<file path="config.mk">
export PLATFORM = sky130hd
export DESIGN_NAME = blk_cause_tracker
export DESIGN_NICKNAME = d
export VERILOG_FILES = /design/src/rtl/bt_pkg.sv /design/src/rtl/bt_mask_track.sv /design/src/rtl/bt_cause_stats.sv /design/src/rtl/bt_retry.sv /design/src/rtl/blk_cause_tracker.sv
export SDC_FILE = /design/constraint.sdc
export NUM_CORES = 1
export LEC_CHECK = 0
export BUFFER_PORTS_ARGS = -buffer_cell sky130_fd_sc_hd__buf_2
export CAP_MARGIN = 0
export CORE_MARGIN = 2
export CORE_UTILIZATION = 53
export DETAILED_ROUTE_END_ITERATION = 8
export PLACE_DENSITY = 0.76
export SLEW_MARGIN = 0
export SYNTH_ARGS = -nofsm -noshare
export SYNTH_HDL_FRONTEND = slang
export SYNTH_SLANG_ARGS = --single-unit
</file>
<file path="constraint.sdc">
create_clock -name clk -period 4.1 [get_ports clk]
set_input_delay 0.205 -clock clk [delete_from_list [all_inputs] [get_ports clk]]
set_output_delay 0.205 -clock clk [all_outputs]
set_load 0.01 [all_outputs]
</file>
<file path="src/rtl/bt_pkg.sv">
package bt_pkg;
  // Cause encoding; the bit position in the mask equals the value.
  typedef enum logic [1:0] {
    CAUSE_MISS_FULL = 2'd0,
    CAUSE_WBUF_FULL = 2'd1,
    CAUSE_TGT_FULL  = 2'd2
  } blk_cause_e;

  localparam int unsigned DEF_NUM_CAUSES = 3;
endpackage

</file>
<file path="src/rtl/bt_mask_track.sv">
module bt_mask_track #(
  parameter int unsigned NUM_CAUSES = 3,
  parameter int unsigned IDX_W      = 2
) (
  input  logic                  clk,
  input  logic                  rst,
  input  logic                  set_valid,
  input  logic [IDX_W-1:0]      set_cause,
  input  logic                  clr_valid,
  input  logic [IDX_W-1:0]      clr_cause,
  output logic [NUM_CAUSES-1:0] mask_q,
  output logic                  begin_evt,
  output logic                  end_evt
);
  // One-hot decode; indices outside the cause range decode to nothing.
  function automatic logic [NUM_CAUSES-1:0] cause_bit(input logic v,
                                                      input logic [IDX_W-1:0] idx);
    logic [NUM_CAUSES-1:0] r;
    r = '0;
    for (int i = 0; i < NUM_CAUSES; i++) begin
      if (v && (idx == IDX_W'(i))) r[i] = 1'b1;
    end
    return r;
  endfunction

  logic [NUM_CAUSES-1:0] set_bits, clr_bits, mask_d;

  always_comb begin
    set_bits = cause_bit(set_valid, set_cause);
    clr_bits = cause_bit(clr_valid, clr_cause);
    // Clear first, then set: set wins for the same cause.
    mask_d   = (mask_q & ~clr_bits) | set_bits;
  end

  assign begin_evt = (mask_q == '0) && (mask_d != '0);
  assign end_evt   = (mask_q != '0) && (mask_d == '0);

  always_ff @(posedge clk) begin
    if (rst) mask_q <= '0;
    else     mask_q <= mask_d;
  end
endmodule

</file>
<file path="src/rtl/bt_cause_stats.sv">
module bt_cause_stats #(
  parameter int unsigned NUM_CAUSES = 3,
  parameter int unsigned IDX_W      = 2,
  parameter int unsigned CNT_W      = 16,
  parameter int unsigned CYC_W      = 32,
  parameter int unsigned ACC_W      = 40
) (
  input  logic                        clk,
  input  logic                        rst,
  input  logic [CYC_W-1:0]            cycle_now,
  input  logic                        begin_evt,
  input  logic [IDX_W-1:0]            begin_cause,
  input  logic                        end_evt,
  input  logic [IDX_W-1:0]            end_cause,
  output logic [NUM_CAUSES*CNT_W-1:0] evt_cnt,
  output logic [NUM_CAUSES*ACC_W-1:0] blk_cycles
);
  function automatic logic [CNT_W-1:0] sat_inc(input logic [CNT_W-1:0] v);
    return (v == '1) ? v : v + 1'b1;
  endfunction

  function automatic logic [ACC_W-1:0] sat_add(input logic [ACC_W-1:0] a,
                                               input logic [ACC_W-1:0] b);
    logic [ACC_W:0] s;
    s = {1'b0, a} + {1'b0, b};
    return s[ACC_W] ? '1 : s[ACC_W-1:0];
  endfunction

  function automatic logic [CYC_W-1:0] span(input logic [CYC_W-1:0] now,
                                            input logic [CYC_W-1:0] start);
    return now - start;
  endfunction

  logic [CYC_W-1:0] start_q;
  logic [ACC_W-1:0] elapsed;

  assign elapsed = ACC_W'(span(cycle_now, start_q));

  always_ff @(posedge clk) begin
    if (rst)            start_q <= '0;
    else if (begin_evt) start_q <= cycle_now;
  end

  for (genvar g = 0; g < NUM_CAUSES; g++) begin : g_cause
    logic [CNT_W-1:0] evt_q;
    logic [ACC_W-1:0] acc_q;

    always_ff @(posedge clk) begin
      if (rst) begin
        evt_q <= '0;
        acc_q <= '0;
      end else begin
        if (begin_evt && (begin_cause == IDX_W'(g))) evt_q <= sat_inc(evt_q);
        if (end_evt && (end_cause == IDX_W'(g)))     acc_q <= sat_add(acc_q, elapsed);
      end
    end

    assign evt_cnt[g*CNT_W +: CNT_W]    = evt_q;
    assign blk_cycles[g*ACC_W +: ACC_W] = acc_q;
  end
endmodule

</file>
<file path="src/rtl/bt_retry.sv">
module bt_retry (
  input  logic clk,
  input  logic rst,
  input  logic blocked,
  input  logic req_valid,
  output logic refused,
  output logic retry
);
  logic owed_q;
  logic fire;

  assign refused = req_valid && blocked;
  assign fire    = owed_q && !blocked;

  always_ff @(posedge clk) begin
    if (rst) begin
      owed_q <= 1'b0;
      retry  <= 1'b0;
    end else begin
      retry <= fire;
      if (fire)         owed_q <= 1'b0;
      else if (refused) owed_q <= 1'b1;
    end
  end
endmodule

</file>
<file path="src/rtl/blk_cause_tracker.sv">
module blk_cause_tracker #(
  parameter int unsigned NUM_CAUSES = bt_pkg::DEF_NUM_CAUSES,
  parameter int unsigned IDX_W      = 2,
  parameter int unsigned CNT_W      = 16,
  parameter int unsigned CYC_W      = 32,
  parameter int unsigned ACC_W      = 40
) (
  input  logic                        clk,
  input  logic                        rst,
  input  logic [CYC_W-1:0]            cycle_now,
  input  logic                        set_valid,
  input  logic [IDX_W-1:0]            set_cause,
  input  logic                        clr_valid,
  input  logic [IDX_W-1:0]            clr_cause,
  input  logic                        req_valid,
  output logic                        blocked,
  output logic                        req_ready,
  output logic                        retry,
  output logic [NUM_CAUSES-1:0]       cause_mask,
  output logic [NUM_CAUSES*CNT_W-1:0] evt_cnt,
  output logic [NUM_CAUSES*ACC_W-1:0] blk_cycles
);
  // Named internal events, visible to the bound checker.
  logic begin_evt;
  logic end_evt;
  logic refused;

  bt_mask_track #(.NUM_CAUSES(NUM_CAUSES), .IDX_W(IDX_W)) u_mask (
    .clk(clk), .rst(rst),
    .set_valid(set_valid), .set_cause(set_cause),
    .clr_valid(clr_valid), .clr_cause(clr_cause),
    .mask_q(cause_mask), .begin_evt(begin_evt), .end_evt(end_evt)
  );

  bt_cause_stats #(.NUM_CAUSES(NUM_CAUSES), .IDX_W(IDX_W), .CNT_W(CNT_W),
                   .CYC_W(CYC_W), .ACC_W(ACC_W)) u_stats (
    .clk(clk), .rst(rst), .cycle_now(cycle_now),
    .begin_evt(begin_evt), .begin_cause(set_cause),
    .end_evt(end_evt), .end_cause(clr_cause),
    .evt_cnt(evt_cnt), .blk_cycles(blk_cycles)
  );

  assign blocked   = |cause_mask;
  assign req_ready = ~blocked;

  bt_retry u_retry (
    .clk(clk), .rst(rst), .blocked(blocked), .req_valid(req_valid),
    .refused(refused), .retry(retry)
  );
endmodule

</file>
# Word-level counts from Yosys, hierarchy flattened
# Index checks and enable logic that the tools add are counted.
[op_classes] mul=0 div=0 magnitude_cmp=0 mux=9 n_addsub=7 reduce_logical=28 n_shift=0 bitwise=7 eq_ne=7
[ops] op="40-bit by 32-bit adder with 41-bit output" n=3
[ops] op="40-bit two-way mux" n=3
[ops] op="16-bit by 1-bit adder with 16-bit output (second input constant)" n=3
[ops] op="16-bit equality test (second input constant)" n=3
[ops] op="32-bit subtractor" n=1
[ops] op="1-bit logical AND" n=16
[ops] op="3-bit logical NOT" n=2
[ops] op="1-bit two-way mux" n=6
[ops] op="2-bit AND reduction" n=3
[ops] op="3-bit nonzero test" n=2
[ops] op="2-bit by 1-bit equality test with 1-bit output (second input constant)" n=2
[ops] op="2-bit equality test (second input constant)" n=2
[ops] op="2-bit logical NOT" n=2
[ops] op="1-bit inverter" n=4
[ops] op="3-bit bitwise AND" n=1
[ops] op="3-bit inverter" n=1
[ops] op="3-bit OR" n=1
[ops] op="3-bit OR reduction" n=1
[ops] op="2-bit OR reduction" n=1
[ops] op="1-bit logical NOT" n=1
[word_totals] rom_bits=0 n_memories=0 ff_bits=205 out_inout_bits=174 ramBits=0 latchBits=0

# Logic depth before layout (Yosys ltp)
[logic_depth] ltp_word=10 mapped_depth=22 mapped_depth_nobuf=20

# Modules after synthesis
# From an unflattened synthesis, not the netlist that was laid out.
[hier_totals] cells_unflattened=1760 hier_area_um2=14258.7
[by_module_without_submodules] module="bt_cause_stats" seq_area_each_um2=4003.8 area_per_inst_um2=14009.7 cells_each=1732 n_inst=1
[by_module_without_submodules] module="bt_mask_track" seq_area_each_um2=60.1 area_per_inst_um2=161.4 cells_each=20 n_inst=1
[by_module_without_submodules] module="bt_retry" seq_area_each_um2=40.0 area_per_inst_um2=76.3 cells_each=6 n_inst=1
[by_module_without_submodules] module="blk_cause_tracker" seq_area_each_um2=0.0 area_per_inst_um2=11.3 cells_each=2 n_inst=1

# Worst setup path after synthesis
# Ideal clock, no wire load.
[synth_path] kind="register to register" startpoint="reg u_stats.start_q[0]" endpoint="reg u_stats.g_cause[0].acc_q[37]" arrival_ps=4405 synth_period_minus_slack_ps=4508 path_stages_with_launch=21 setup_slack_ps=-408 path_buffers=1 required_ps=3997 path_cell_list="dfxtp_1 -> ha_1 -> fa_1 -> nand2b_1 -> a2111oi_0 -> nor4_1 -> o21bai_1 -> a211oi_1 -> o21bai_1 -> a21oi_1 -> xnor2_1 -> ha_1 -> clkbuf_1 -> a2111oi_0 -> o21ai_1 -> nand4b_1 -> o211ai_1 -> a21o_1 -> a311oi_4 -> nor3_1 -> a2111oi_2"
[synth_between] elab_chain_cells=3
[synth_lines] item="start: declaration" line="bt_cause_stats.sv:34" rtl="logic [CYC_W-1:0] start_q;"
[synth_lines] item="start signal: assignment" line="bt_cause_stats.sv:41" rtl="else if (begin_evt) start_q <= cycle_now;"
[synth_lines] item="32-bit subtractor" line="bt_cause_stats.sv:31" rtl="return now - start;"
[synth_lines] item="40-bit by 32-bit adder with 41-bit output" line="bt_cause_stats.sv:25" rtl="s = {1'b0, a} + {1'b0, b};"
[synth_lines] item="40-bit two-way mux" line="bt_cause_stats.sv:26" rtl="return s[ACC_W] ? '1 : s[ACC_W-1:0];"
[synth_lines] item="end signal: assignment" line="bt_cause_stats.sv:54" rtl="if (end_evt && (end_cause == IDX_W'(g))) acc_q <= sat_add(acc_q, elapsed);"
[synth_lines] item="end: declaration" line="bt_cause_stats.sv:46" rtl="logic [ACC_W-1:0] acc_q;"
# No other way between the ends.
# A chain may end at the register's enable or synchronous reset.

# Worst setup path after layout
[layout_path] startpoint="reg u_stats.start_q[2]" endpoint="reg u_stats.g_cause[2].acc_q[0]"
[layout_between] elab_chain_cells=3
[layout_lines] item="32-bit subtractor" line="bt_cause_stats.sv:31"
[layout_lines] item="40-bit by 32-bit adder with 41-bit output" line="bt_cause_stats.sv:25"
[layout_lines] item="40-bit two-way mux" line="bt_cause_stats.sv:26"
[layout_lines] item="end signal: assignment" line="bt_cause_stats.sv:54"
[layout_lines] item="end: declaration" line="bt_cause_stats.sv:46"
# No other way between the ends.

==> results.ini <==
[synthesis]
ys_ff_latch=205
synth_cell_types=76
synth_edf_count=0
synthTopCellsByArea=dfxtp_1 28%, ha_1 12%, a21oi_1 5.7%
synth_ff_type=dfxtp_1
synth_compound_area_share_pct=26.0
synth_top_area_cell=dfxtp_1
synth_xor_area_share_pct=8.53
yosysSeqAreaShare_pct=27.7
synth_nets=2075
netlist.area_leader.share_pct=27.7
yosysWarnings=0
synth-simple-area-share_pct=21.0
muxShareOfSynthArea_pct=0.338
synth_async_sr_flop_share_pct=0
synth_top_family_by_area=compound AO/OA/AOI/OAI gates
syn_area_per_cell_um2=7.82
synthCells=1891
synth_area_um2=14800
yosys.area_share.adder_pct=12.3

[sta]
period_share_pct=115
max_freq_mhz=212
setup_viol=120
hold_slack_ns=0.0329
tightest_slew_ns=1.41
drv_slew=0
slew_headroom_pct=6.05
finalSetupTns_ns=-54.18
rsz0062_at_grt=true
skew_ns=0.0177
final-hold-violation-count=0
fin_crit_ns=4.71
worst_slack_ns=-0.614

[clock_network]
cts_inserted_buffers=25
cts_tree=built
clk_latency_ns=0.55
cts_buffer_depth=3
clk_pin_slew_ns=0.06
cts_sinks=205
cts_root_buf=clkbuf_16
htree_levels=1

[floorplan]
start_util_pct=53.5
core_region_area_um2=27600
fp.dieW_um=171
die_area_um2=29300
chipHeight_um=171
row_count=61
pin_count=215

[global_route]
grt.total_usage_pct=34.0
grt_pass1_vias=16600
antenna_found_initial=0
grt_pass1_wl_mm=81.1
gr-total-overflow=0
grt_max_degree=142

[pwr]
cellLeakagePower_nw=9.86
power_density_nw_per_um2=331
vdd_drop_max_v=0.000356
finalPower_mw=7.72

[worst_setup_path]
path_max_fanout=8
r2r-start=u_stats.start_q[2]
cp-end-kind=register
reg2reg_depth=23
required_ns=4.51
r2r_end=u_stats.g_cause[2].acc_q[0]
critical_path_arrival_ns=5.12
path_class=reg2reg
rrSetupSlack_ns=-0.61
start_kind=register

[routing]
vias_per_cell=6.12
initialDrtViolationCount=1461
routedWlPerCell_um=20.2
num_vias=17700
drtPass1Iterations=6
drc=0
ant_nets=0
wl_mm=58.2

[layout]
fin_util_pct=84.4
final_common_cell=buf_4
finish.instance_area_um2=23300
n_antenna_cell=0
layoutNonFillerInstCount=2890
area_growth_pct=57.7
drive_gt1_share_pct=41.4
fin_nets=2678
mostFrequentLayoutCells=356 x buf_4, 213 x buf_2, 212 x nor2_1, 203 x dfxtp_1, 162 x nand2_1

[placed_design]
dpl_worst_slack_ns=-0.772
place_congestion=0.942
dp.cells=2736
placed_area_um2=18800
dp_hpwl_mm=35.3
numPortBuffers=214

[flow_run]
drv_cap=0

[hold_path]
min_delay_path_depth=3
min_path_type=in2reg
worstHoldStart=set_cause[0]
hold_end=u_mask.mask_q[1]

[outcome]
violations=negative setup slack
status=finished, violations left

## synthesized netlist by cell type, drive strengths merged (8+ instances only)
| master | count |
|---|---|
| nor2 | 225 |
| dfxtp | 205 |
| nand2 | 173 |
| a21oi | 170 |
| ha | 139 |
| a211oi | 102 |
| o21ai | 93 |
| inv | 80 |
| xnor2 | 73 |
| xor2 | 71 |
| clkbuf | 70 |
| a21o | 45 |
| nand3 | 45 |
| nor3 | 41 |
| and3 | 32 |
| nand4 | 32 |
| a31oi | 25 |
| a311oi | 24 |
| o211ai | 19 |
| and4 | 16 |
| nor2b | 16 |
| o21bai | 16 |
| nand2b | 15 |
| or3 | 15 |
| and2 | 14 |
| o21a | 13 |
| a41oi | 8 |
| o31ai | 8 |
## sequential cells by signal, summed over array words and instances (netlist names)
| name | count |
|---|---|
| u_retry.owed_q | 1 |
| u_stats.g_cause.acc_q | 120 |
| u_mask.mask_q | 3 |
| u_stats.g_cause.evt_q | 48 |
| u_stats.start_q | 32 |
| u_retry.retry | 1 |
## logic make-up (layout without fill, tap and decap cells)
group / after synthesis / after routing
simple gates: 657 / 658
compound gates: 580 / 581
flops: 205 / 205
buf+inv: 157 / 776
xor+xnor: 144 / 144
fa+ha+maj: 143 / 143
mux: 5 / 5
## per-layer routing
| layer | part of all wire, % | track usage, % | wire (um) |
|---|---|---|---|
| met5 | 0 | 0 | 0 |
| met4 | 6.5 | 18.1 | 3810 |
| met3 | 7.8 | 6.11 | 4540 |
| met2 | 49 | 59.6 | 28300 |
| met1 | 37 | 39.3 | 21600 |
## cell type report
type | instances | area, um2
well taps | 378 | 473
fillers | 1575 | 4300
clock buffers | 36 | 697
inverters | 80 | 300
clock inverters | 9 | 179
multi-input cells | 1531 | 12800
repair buffers | 651 | 4780
flip-flops and latches | 205 | 4110
## report_power, final
| group | switching [mW] | internal, mW | total [mW] |
|---|---|---|---|
| Clock | 0.951 | 1.49 | 2.44 |
| Combinational | 1.69 | 1.51 | 3.20 |
| Sequential | 0.0410 | 2.03 | 2.07 |
## timing repair
action / 4_1_cts / 5_1_grt
pin swaps: 121 / 119
hold buffers: 34 / 0
setup buffers: 40 / 32
cloned: 7 / 2
setup endpoints to repair: 120 / 120
endpoints found under the hold margin: 36 / 0
gates resized for setup: 221 / 245
## worst max-delay path, cell delays in order, from the launching register on
cell	delay, ns
dfxtp_1	0.45
inv_1	0.12
ha_4	0.31
o21a_1	0.12
o31a_1	0.17
o21a_4	0.17
o21ai_2	0.07
a211o_4	0.37
a31oi_4	0.26
buf_6	0.14
nand2_1	0.07
a32oi_4	0.34
buf_4	0.22
ha_4	0.21
nand2_2	0.10
nor3_4	0.06
buf_4	0.13
a221o_1	0.36
o21bai_4	0.18
a21oi_2	0.09
nor2_4	0.19
buf_6	0.18
clkbuf_16	0.17
a211oi_2	0.07
## worst max path at each step
stage,startpoint,end,slack [ns],depth (start not counted)
finish,u_stats.start_q[2],u_stats.g_cause[2].acc_q[0],-0.61,23
global route,u_stats.start_q[2],u_stats.g_cause[2].acc_q[0],-0.72,23
CTS,u_stats.start_q[0],u_stats.g_cause[2].acc_q[0],-0.36,23
detailed placement,cycle_now[0],u_stats.g_cause[0].acc_q[33],-0.77,22
global placement,cycle_now[0],u_stats.g_cause[0].acc_q[37],-0.66,22
floorplan,u_stats.start_q[0],u_stats.g_cause[0].acc_q[37],-0.17,18
No activity file was read; power rests on OpenSTA's default activity.
